==> config.mk <==
export PLATFORM = sky130hd
export DESIGN_NAME = rtc_alarm_match
export DESIGN_NICKNAME = d
export VERILOG_FILES = /design/src/rtl/rtc_alarm_pkg.sv /design/src/rtl/rtc_alarm_datapath.sv /design/src/rtl/rtc_alarm_control.sv /design/src/rtl/rtc_alarm_match.sv
export SDC_FILE = /design/constraint.sdc
export NUM_CORES = 1
export LEC_CHECK = 0
export ABC_AREA = 1
export BUFFER_PORTS_ARGS = -buffer_cell sky130_fd_sc_hd__clkbuf_2
export CORE_ASPECT_RATIO = 1.5
export CORE_MARGIN = 1.5
export CORE_UTILIZATION = 55
export DETAILED_ROUTE_END_ITERATION = 6
export HOLD_SLACK_MARGIN = 0.03
export PLACE_DENSITY_LB_ADDON = 0.08
export SYNTH_ARGS = -nofsm -noshare
export SYNTH_HDL_FRONTEND = slang
export SYNTH_SLANG_ARGS = --single-unit
==> constraint.sdc <==
create_clock -name clk -period 3.4 [get_ports clk]
set_clock_uncertainty 0.15 [all_clocks]
set_input_delay 0.51 -clock clk [delete_from_list [all_inputs] [get_ports clk]]
set_output_delay 0.51 -clock clk [all_outputs]
set_load 0.005 [all_outputs]
==> src/rtl/rtc_alarm_pkg.sv <==
package rtc_alarm_pkg;
  localparam int NUM_FIELDS = 7;
  localparam int SEL_W = 3;

  typedef enum logic [SEL_W-1:0] {
    F_HUND  = 3'd0,
    F_SEC   = 3'd1,
    F_MIN   = 3'd2,
    F_HOUR  = 3'd3,
    F_DATE  = 3'd4,
    F_MONTH = 3'd5,
    F_WDAY  = 3'd6
  } fieldIdx_e;

  typedef struct packed {
    logic setFlag;
    logic clrFlag;
    logic pulseOn;
  } almStrobes_t;

  // bit i set => field i takes part in the comparison
  function automatic logic [NUM_FIELDS-1:0] fieldMask(input logic [2:0] code);
    logic [NUM_FIELDS-1:0] m;
    case (code)
      3'd7:    m = 7'b000_0001;
      3'd6:    m = 7'b000_0011;
      3'd5:    m = 7'b000_0111;
      3'd4:    m = 7'b000_1111;
      3'd3:    m = 7'b100_1111;
      3'd2:    m = 7'b001_1111;
      3'd1:    m = 7'b011_1111;
      default: m = 7'b000_0000;
    endcase
    return m;
  endfunction
endpackage

==> src/rtl/rtc_alarm_datapath.sv <==
module rtc_alarm_datapath
  import rtc_alarm_pkg::*;
#(
  parameter int FIELD_W = 8
) (
  input  logic                                  clk,
  input  logic                                  rst_n,
  input  logic [NUM_FIELDS-1:0][FIELD_W-1:0]    curFields,
  input  logic                                  wrEn,
  input  logic [SEL_W-1:0]                      wrSel,
  input  logic [FIELD_W-1:0]                    wrData,
  input  logic [2:0]                            repeatCode,
  input  logic [1:0]                            irqMode,
  input  logic                                  irqEn,
  input  almStrobes_t                           strobes,
  output logic                                  matchHit,
  output logic                                  almFlag,
  output logic                                  irqN
);
  localparam int NIB = 4;
  localparam logic [2:0] CODE_SECOND = 3'd7;

  logic [NUM_FIELDS-1:0][FIELD_W-1:0] almReg;
  logic [NUM_FIELDS-1:0]              fieldEq;
  logic [NUM_FIELDS-1:0]              useMask;
  logic                               tenthsForm;
  logic                               everyTick;
  logic                               flagQ;

  // alarm byte storage, one register per field
  for (genvar g = 0; g < NUM_FIELDS; g++) begin : gReg
    always_ff @(posedge clk) begin
      if (!rst_n)
        almReg[g] <= '0;
      else if (wrEn && wrSel == SEL_W'(g))
        almReg[g] <= wrData;
    end
  end

  assign everyTick  = (repeatCode == CODE_SECOND) && (almReg[F_HUND] == '1);
  assign tenthsForm = (repeatCode == CODE_SECOND) &&
                      (almReg[F_HUND][FIELD_W-1 -: NIB] == '1) && !everyTick;

  // per-field equality; hundredths carries the periodic forms
  for (genvar g = 0; g < NUM_FIELDS; g++) begin : gCmp
    if (g == 0) begin : gHund
      always_comb begin
        if (everyTick)
          fieldEq[g] = 1'b1;
        else if (tenthsForm)
          fieldEq[g] = (almReg[g][NIB-1:0] == curFields[g][NIB-1:0]);
        else
          fieldEq[g] = (almReg[g] == curFields[g]);
      end
    end else begin : gPlain
      assign fieldEq[g] = (almReg[g] == curFields[g]);
    end
  end

  assign useMask  = fieldMask(repeatCode);
  assign matchHit = (repeatCode != 3'd0) && (&(fieldEq | ~useMask));

  // status flag: set dominates clear
  always_ff @(posedge clk) begin
    if (!rst_n)
      flagQ <= 1'b0;
    else if (strobes.setFlag)
      flagQ <= 1'b1;
    else if (strobes.clrFlag)
      flagQ <= 1'b0;
  end

  assign almFlag = flagQ;
  assign irqN    = (irqMode == 2'd0) ? !(flagQ && irqEn) : !strobes.pulseOn;
endmodule

==> src/rtl/rtc_alarm_control.sv <==
module rtc_alarm_control
  import rtc_alarm_pkg::*;
#(
  parameter int PULSE_UNIT = 4
) (
  input  logic        clk,
  input  logic        rst_n,
  input  logic        tick,
  input  logic        matchHit,
  input  logic        flagClr,
  input  logic        irqEn,
  input  logic [1:0]  irqMode,
  output almStrobes_t strobes
);
  localparam int PULSE_MAX = 3 * PULSE_UNIT;
  localparam int CNT_W     = $clog2(PULSE_MAX + 1);

  logic             setEvent;
  logic             startPulse;
  logic [CNT_W-1:0] pulseCnt;
  logic [CNT_W-1:0] pulseLen;

  assign setEvent   = tick && matchHit;
  assign startPulse = setEvent && irqEn && (irqMode != 2'd0);
  assign pulseLen   = CNT_W'(int'(irqMode) * PULSE_UNIT);

  always_ff @(posedge clk) begin
    if (!rst_n)
      pulseCnt <= '0;
    else if (startPulse)
      pulseCnt <= pulseLen;
    else if (pulseCnt != '0)
      pulseCnt <= pulseCnt - 1'b1;
  end

  assign strobes.setFlag = setEvent;
  assign strobes.clrFlag = flagClr;
  assign strobes.pulseOn = (pulseCnt != '0);
endmodule

==> src/rtl/rtc_alarm_match.sv <==
module rtc_alarm_match
  import rtc_alarm_pkg::*;
#(
  parameter int FIELD_W    = 8,
  parameter int PULSE_UNIT = 4
) (
  input  logic               clk,
  input  logic               rst_n,
  input  logic               tick,
  input  logic [FIELD_W-1:0] curHund,
  input  logic [FIELD_W-1:0] curSec,
  input  logic [FIELD_W-1:0] curMin,
  input  logic [FIELD_W-1:0] curHour,
  input  logic [FIELD_W-1:0] curDate,
  input  logic [FIELD_W-1:0] curMonth,
  input  logic [FIELD_W-1:0] curWday,
  input  logic               almWrEn,
  input  logic [SEL_W-1:0]   almWrSel,
  input  logic [FIELD_W-1:0] almWrData,
  input  logic [2:0]         repeatCode,
  input  logic [1:0]         irqMode,
  input  logic               irqEn,
  input  logic               flagClr,
  output logic               almFlag,
  output logic               irqN
);
  logic [NUM_FIELDS-1:0][FIELD_W-1:0] curFields;
  almStrobes_t                        strobes;
  logic                               matchHit;

  assign curFields = {curWday, curMonth, curDate, curHour, curMin, curSec, curHund};

  rtc_alarm_control #(.PULSE_UNIT(PULSE_UNIT)) uCtrl (
    .clk      (clk),
    .rst_n    (rst_n),
    .tick     (tick),
    .matchHit (matchHit),
    .flagClr  (flagClr),
    .irqEn    (irqEn),
    .irqMode  (irqMode),
    .strobes  (strobes)
  );

  rtc_alarm_datapath #(.FIELD_W(FIELD_W)) uData (
    .clk        (clk),
    .rst_n      (rst_n),
    .curFields  (curFields),
    .wrEn       (almWrEn),
    .wrSel      (almWrSel),
    .wrData     (almWrData),
    .repeatCode (repeatCode),
    .irqMode    (irqMode),
    .irqEn      (irqEn),
    .strobes    (strobes),
    .matchHit   (matchHit),
    .almFlag    (almFlag),
    .irqN       (irqN)
  );
endmodule

-- After elaboration in Yosys (flattened, before gate mapping)
Cells that the tools add are included.
- bits of input ports: 78
- output and inout port bits: 2
- logic and storage cells: 72
- register bits: 61
- bitwise logic cells: 3
- multiplexer cells: 8
- eq/ne operators: 23
- $add $sub $neg: 1
- reduce and logical (&&, ||, !) cells: 27
- operators with widths (cell ; count):
    equality test 8 bit ; 7
    one-hot mux 7 bit (7 select lines) ; 1
    equality test 3 bit (second input constant) ; 7
    logical AND 1 bit ; 15
    equality test 3 x 2 -> 1 bit (second input constant) ; 4
    equality test 8 bit (second input constant) ; 1
    2-to-1 mux 4 bit ; 2
    inverter 7 bit ; 1
    OR 7 bit ; 1
    AND reduction 7 bit ; 1
    equality test 3 x 1 -> 1 bit (second input constant) ; 2
    nonzero test 2 bit ; 3
    2-to-1 mux 1 bit ; 5
    equality test 4 bit ; 1
    equality test 4 bit (second input constant) ; 1
    nonzero test 4 bit ; 1
    subtractor 4 x 1 -> 4 bit (second input constant) ; 1
    logical NOT 1 bit ; 3
    logical NOT 3 bit ; 1
    nonzero test 3 bit ; 1
    logical NOT 2 bit ; 1
    OR reduction 2 bit ; 1
    inverter 1 bit ; 1

-- Longest topological paths before layout
Gate-level depths: netlist (run 1).
- word-level depth: 13
- gate-level depth with buffers: 13
- gate-level depth less buffers: 13

-- Modules after synthesis
Synthesis (run 1) repeated with hierarchy kept, for this count alone.
- cell total of the unflattened synthesis: 490
- area, all modules: 3326.9 um^2
- by module, submodules not included (module ; cells each ; sequential area each (um^2) ; area an instance (um^2) ; instances):
    rtc_alarm_datapath ; 448 ; 1141.1 ; 3030.4 ; 1
    rtc_alarm_control ; 42 ; 80.1 ; 296.5 ; 1

-- Least setup slack after synthesis (run 1)
OpenSTA, ideal clock, no wires.
- path type: reg2out
- start point: register uCtrl.pulseCnt[0]
- end point: output port irqN
- path slack: 1.776 ns
- stages on the path, launching flop included: 7
- data required time: 2.740 ns
- path buffers: 0
- arrival: 0.964 ns
- cell sequence: dfxtp_1 -> inv_1 -> ha_1 -> inv_1 -> nor2_1 -> a21oi_1 -> a31oi_1
- word-level cells in the longest chain between the ends: 3
- ends and longest elaborated chain (what ; RTL line ; text):
    start, declared ; rtc_alarm_control.sv:20 ; logic [CNT_W-1:0] pulseCnt;
    start signal, assigned ; rtc_alarm_control.sv:31 ; pulseCnt <= pulseLen;
    start signal, assigned ; rtc_alarm_control.sv:33 ; pulseCnt <= pulseCnt - 1'b1;
    nonzero test 4 bit ; rtc_alarm_control.sv:38 ; assign strobes.pulseOn = (pulseCnt != '0);
    logical NOT 1 bit ; rtc_alarm_datapath.sv:74 ; assign irqN = (irqMode == 2'd0) ? !(flagQ && irqEn) : !strobes.pulseOn;
    2-to-1 mux 1 bit ; rtc_alarm_datapath.sv:74 ;
    end, declared ; rtc_alarm_match.sv:25 ; output logic irqN
No other way between the ends.

-- Worst setup path after layout (run 1)
Ends and elaborated chain as after synthesis.

==> flow_summary.json, run 1 <==
{
  "status": "finished, final reports clean",
  "grt_pass1_wl_mm": 11.9,
  "drt_iter0_drc": 89,
  "die_h_um": 95.8,
  "ctsHoldBuffers": 0,
  "synth_compound_area_frac": 0.112,
  "wl_per_cell_um": 11.9,
  "crit_path_max_incr_delay_ns": 0.32,
  "critPathCaptureType": "output port",
  "setup_violations": 0,
  "start_util": 0.574,
  "hpwl_mm": 5.48,
  "synthArstFlopShare": 0,
  "cts_tree": "done",
  "drive_above_1_share": 0.215,
  "synthSimpleGateAreaFrac": 0.297,
  "crit_chain": "inv_1, ha_1, inv_1, nor2_1, a21oi_1, a31oi_1, clkbuf_2",
  "fillers": 511,
  "area.growth.synth_to_final_pct": 20.5,
  "finalCritPeriodShare": 0.640,
  "num_io_pins": 80,
  "fmax_mhz": 460,
  "hold_class": "in2reg",
  "synthFlopType": "dfxtp_1",
  "clkSlewWorstSetupHoldPaths_ns": 0.07,
  "grt_max_degree": 61,
  "cts_root_buf": "clkbuf_8",
  "p_leak_nw": 1.79,
  "yosys_register_bits": 61,
  "place_congestion": 0.822,
  "synth.top_cells.by_count": "nor2_1, nand2_1, dfxtp_1",
  "vias": 3066,
  "gr-total-overflow": 0,
  "cp_slowest_cell": "dfxtp_1",
  "yosys.cell_types.count": 24,
  "diodes": 0,
  "postRouteAntennaNets": 0,
  "synth_top_family_by_area": "simple AND/OR/NAND/NOR gates",
  "post-route-util": 0.692,
  "synth_most_common_cell": "nor2_1",
  "antenna_found_initial": 0,
  "grt_pass1_vias": 2763,
  "synth.cell_area_sq_um": 3150,
  "wirelength_mm": 7.37,
  "die_w_um": 64.8,
  "synth_xor_area_frac": 0.139,
  "synth_mux_area_frac": 0,
  "rows": 33,
  "post_cts_buffers": 0,
  "firstDrtPassIters": 4,
  "critPathLaunchType": "flip-flop",
  "nNetsFinal": 623,
  "synth_warnings": 0,
  "port_buffers": 79,
  "cts_buffer_depth": 2,
  "drc": 0,
  "synth_edf_count": 0,
  "power_density_nw_per_um2": 461,
  "synth_top_cell_by_area": "dfxtp_1",
  "critPathKind": "reg2out",
  "slew_viol_final": 0,
  "cpMostUsedCell": "inv_1",
  "synthCells": 462,
  "synth-adder-area-share": 0.00397,
  "synth.avg_cell_area_sq_um": 6.83,
  "drv_cap": 0,
  "cts_made_buffers": 9,
  "maxSlewHeadroom": 0.375,
  "core_area_sq_um": 5490,
  "clkLatencyLatePin_ns": 0.34,
  "fin_setup_tns_ns": 0,
  "rsz0062_at_grt": "no",
  "cts_resized": 0,
  "yosysSeqAreaShare": 0.387,
  "htree_levels": 3,
  "tightest_slew_ns": 0.937,
  "synthTopCellsByArea": "dfxtp_1, nor2_1, xnor2_1",
  "cts.sinks": 61,
  "required_ns": 2.74,
  "dieArea_sq_um": 6210,
  "irDropWorstVdd_mv": 0.270,
  "synthesis.nets": 541,
  "yosysTopAreaCellShare": 0.387,
  "timing.final.crit_period_ns": 2.17,
  "grt_usage": 0.252,
  "cp_data_arrival_time_ns": 1.51,
  "crit_fanout": 4,
  "viasPerCell": 4.95,
  "hold_viol": 0
}
-- final cells by class --
cell class,count,area (sq um),share of cell area
clock buffer,12,145,0.0382
clock inverter,4,47.5,0.0125
inverter,43,161,0.0425
multi-input combinational,350,1740,0.458
sequential,61,1220,0.321
tap,70,87.6,0.0230
timing repair buffer,79,395,0.104
-- layout by cell type (no fill, tap or decap) --
cell type and instances:
a21boi_1 1, a21oi_1 11, a31oi_1 1, bufinv_16 1, clkbuf_1 2, clkbuf_2 79
clkbuf_8 10, clkinv_2 2, clkinvlp_4 1, dfxtp_1 61, ha_1 1, inv_1 28
inv_2 15, nand2_1 72, nand2_2 3, nand2_4 1, nand3_1 4, nand3_2 2
nand4_1 3, nor2_1 135, nor2_4 3, nor3_1 4, nor3_2 1, nor3b_1 1
o21ai_0 52, o21ai_1 5, xnor2_1 44, xor2_1 6
-- state kept, by name (all words and copies together), names as in the netlist --
name,count
uData.almFlag,1
uCtrl.pulseCnt,4
uData.almReg,56
-- routing by layer --
layer / up-vias / GRT usage / routed length [um]
li1: 1605 / - / -
met1: 1347 / 0.280 / 3050
met2: 95 / 0.460 / 3720
met3: 19 / 0.0339 / 381
met4: 0 / 0.137 / 214
met5: - / 0 / 0
-- worst paths after layout --
path / from / end / slack (ns) / cells past startpoint
worst max register to register: uData.almReg[53] / uCtrl.pulseCnt[1] / 1.79 / 10
worst max-delay path: uCtrl.pulseCnt[0] / irqN / 1.23 / 7
worst min-delay path: flagClr / uData.almFlag / 0.27 / 4
worst min register to register: uData.almReg[12] / uData.almReg[12] / 0.32 / 2
-- per-stage QoR --
stage          std cells  setup slack (ns)  power (mW)  instance area (sq um)  hold slack (ns)
2_1_floorplan        462              1.78        1.02                   3150            0.287
3_5_place_dp         603              1.53        1.13                   3610            0.315
6_report             619              1.23        1.75                   3800            0.273
3_3_place_gp         603              1.53        1.12                   3610            0.302
4_1_cts              619              1.21        1.76                   3800            0.266
5_1_grt              619              1.09        1.84                   3800            0.303
-- power breakdown --
part           switching [mW]  internal, mW  total (mW)
Clock                   0.278         0.356       0.634
Combinational           0.187         0.145       0.332
Sequential             0.0277         0.756       0.784
-- cell families (layout without fill, tap and decap cells) --
| logic type | count (synthesis) | count (layout) |
|---|---|---|
| xor gates and xnor gates | 50 | 50 |
| buffers and inverters | 51 | 138 |
| and+or+nand+nor | 229 | 229 |
| adders and majority gates | 1 | 1 |
| AOI/OAI and AO/OA | 70 | 70 |
| DFF | 61 | 61 |
-- worst max-delay path, delay by kind of cell (launching register included) --
| family | cells | cell delay (ns) |
|---|---|---|
| AOI/OAI and AO/OA | 2 | 0.24 |
| DFF | 1 | 0.32 |
| buffers and inverters | 3 | 0.26 |
| and+or+nand+nor | 1 | 0.20 |
| adders and majority gates | 1 | 0.14 |
Note: power is estimated with default switching activity, not from simulation.
==> run 2: changes to the inputs <==
Settings changed: CORE_UTILIZATION 55 to 53.
Clock period 3.4 ns to 2.1 ns, I/O delays scaled along.
==> run 2 against run 1 <==
First-iteration DRC count grew 55%. Via count fell by 0.95%. Critical path depth unchanged. Sequential power grew 62%. Critical path type unchanged. Largest power group unchanged.
==> flow_summary.json, run 2 (synthesized netlist as in run 1, its figures left out) <==
{
  "firstDrtPassIters": 4,
  "critPathKind": "reg2out",
  "final_common_cell": "nor2_1",
  "place_congestion": 0.775,
  "hold_viol": 0,
  "finalCritPeriodShare": 0.930,
  "tightest_slew_ns": 0.432,
  "htree_levels": 3,
  "grt_usage": 0.245,
  "area.growth.synth_to_final_pct": 21.1,
  "core_area_sq_um": 5790,
  "largest_register_ffs": 56,
  "port_buffers": 79,
  "setup_violations": 0,
  "total_power_mw": 2.65,
  "viasPerCell": 4.84,
  "grt_pass1_vias": 2798,
  "irDropWorstVdd_mv": 0.486,
  "wl_per_cell_um": 11.8,
  "grt_max_degree": 37,
  "cts_buffer_depth": 2,
  "gr-total-overflow": 0,
  "drive_above_1_share": 0.218,
  "critPathBufInv": 3,
  "largest_register": "uData.almReg",
  "drv_cap": 0,
  "p_leak_nw": 1.81,
  "seqCellArea_sq_um": 1220,
  "worst_slack_ns": 0.148,
  "hold_class": "in2reg",
  "timing.final.crit_period_ns": 1.95,
  "fin_setup_tns_ns": 0,
  "wirelength_mm": 7.39,
  "cp_top_family": "flip-flops",
  "rsz0062_at_grt": "no",
  "clkLatencyLatePin_ns": 0.32,
  "rows": 34,
  "die_h_um": 97.5,
  "status": "finished, final reports clean",
  "dieArea_sq_um": 6430,
  "cts.sinks": 61,
  "maxSlewHeadroom": 0.711,
  "layout_common_cells": "nor2_1, clkbuf_2, nand2_1, dfxtp_1, o21ai_0",
  "diodes": 0,
  "post-place-cells": 611,
  "fmax_mhz": 512,
  "hpwl_mm": 5.62,
  "clkSlewWorstSetupHoldPaths_ns": 0.06,
  "cp_slowest_cell": "dfxtp_1",
  "vias": 3037,
  "reg2reg_to": "uCtrl.pulseCnt[3]",
  "cp_data_arrival_time_ns": 1.49,
  "postRouteAntennaNets": 0,
  "rr_startpoint": "uData.almReg[29]",
  "cts_made_buffers": 9,
  "drc": 0,
  "nNetsFinal": 629,
  "ctsHoldBuffers": 0,
  "multiInputGateArea_sq_um": 1740,
  "post-place-ws_ns": 0.452,
  "num_io_pins": 80,
  "crit_chain": "inv_1, ha_1, inv_1, nor2_1, a21oi_1, a31oi_1, clkbuf_2",
  "die_w_um": 66.0,
  "reg2reg_slack_ns": 0.53,
  "grt_pass1_wl_mm": 12.3,
  "post_cts_buffers": 0,
  "final_cells": 627,
  "fillers": 564,
  "critPathLaunch": "uCtrl.pulseCnt[0]",
  "critical_path_cell_count": 7,
  "power_density_nw_per_um2": 695,
  "antenna_found_initial": 0,
  "critPathCaptureType": "output port",
  "critPathLaunchType": "flip-flop",
  "required_ns": 1.63,
  "crit_path_max_incr_delay_ns": 0.32,
  "critical_path.endpoint": "irqN",
  "start_util": 0.545,
  "cpMostUsedCell": "inv_1",
  "cts_root_buf": "clkbuf_8",
  "crit_fanout": 4,
  "cts_resized": 0,
  "cts_tree": "done",
  "slew_viol_final": 0,
  "drt_iter0_drc": 138,
  "reg2regPathDepth": 11
}
## run 2: cell types whose count changed in the layout (fill, tap and decap cells not counted), sizes merged
cell      previous run  this run
buf                  0         6
clkbuf              91        93
bufinv               1         0
clkinvlp             1         0
## run 2: per-layer routing
metal / part of all wire / wire, um / track usage / vias to the layer above
met2: 0.51 / 3740 / 0.428 / 79
met3: 0.044 / 328 / 0.0336 / 13
met5: 0 / 0 / 0 / -
met4: 0.023 / 171 / 0.105 / 0
li1: - / - / - / 1611
met1: 0.43 / 3150 / 0.293 / 1334
## run 2: worst min path at each step
stage | depth (start not counted) | to | slack [ns] | start
3_5_place_dp | 2 | uData.almReg[12] | 0.31 | uData.almReg[12]
5_1_grt | 4 | uData.almFlag | 0.11 | flagClr
2_1_floorplan | 2 | uData.almReg[12] | 0.29 | uData.almReg[12]
6_report | 4 | uData.almFlag | 0.09 | flagClr
4_1_cts | 4 | uData.almFlag | 0.09 | flagClr
3_3_place_gp | 2 | uData.almReg[9] | 0.30 | uData.almReg[9]
## run 2: layout make-up
class,count,share of cell area
well taps,72,0.0236
flip-flops and latches,61,0.320
clock inverters,2,0.00262
clock buffers,14,0.0373
inverters,43,0.0423
repair buffers,85,0.119
multi-input cells,350,0.456
## run 2: report_power, final
group	switching [mW]	total (mW)	leakage [nW]	internal, mW
sequential	0.0451	1.27	0.496	1.23
clock	0.411	0.837	0.0784	0.427
combinational	0.303	0.546	1.24	0.242
total	0.759	2.65	1.81	1.89
## run 2: per-stage QoR
stage               instance area (sq um)   util  hold WS (ns)
global placement                     3670  0.634         0.303
CTS                                  3820  0.660        0.0911
detailed placement                   3670  0.634         0.307
finish                               3820  0.660        0.0914
global route                         3820  0.660         0.111
floorplan                            3150      -         0.287
## run 2: worst min-delay path, delay by kind of cell
kind	cells	cell delay [ns]
AO/OA/AOI/OAI	1	0.05
buffers and inverters	2	0.10
AND/OR/NAND/NOR	1	0.05
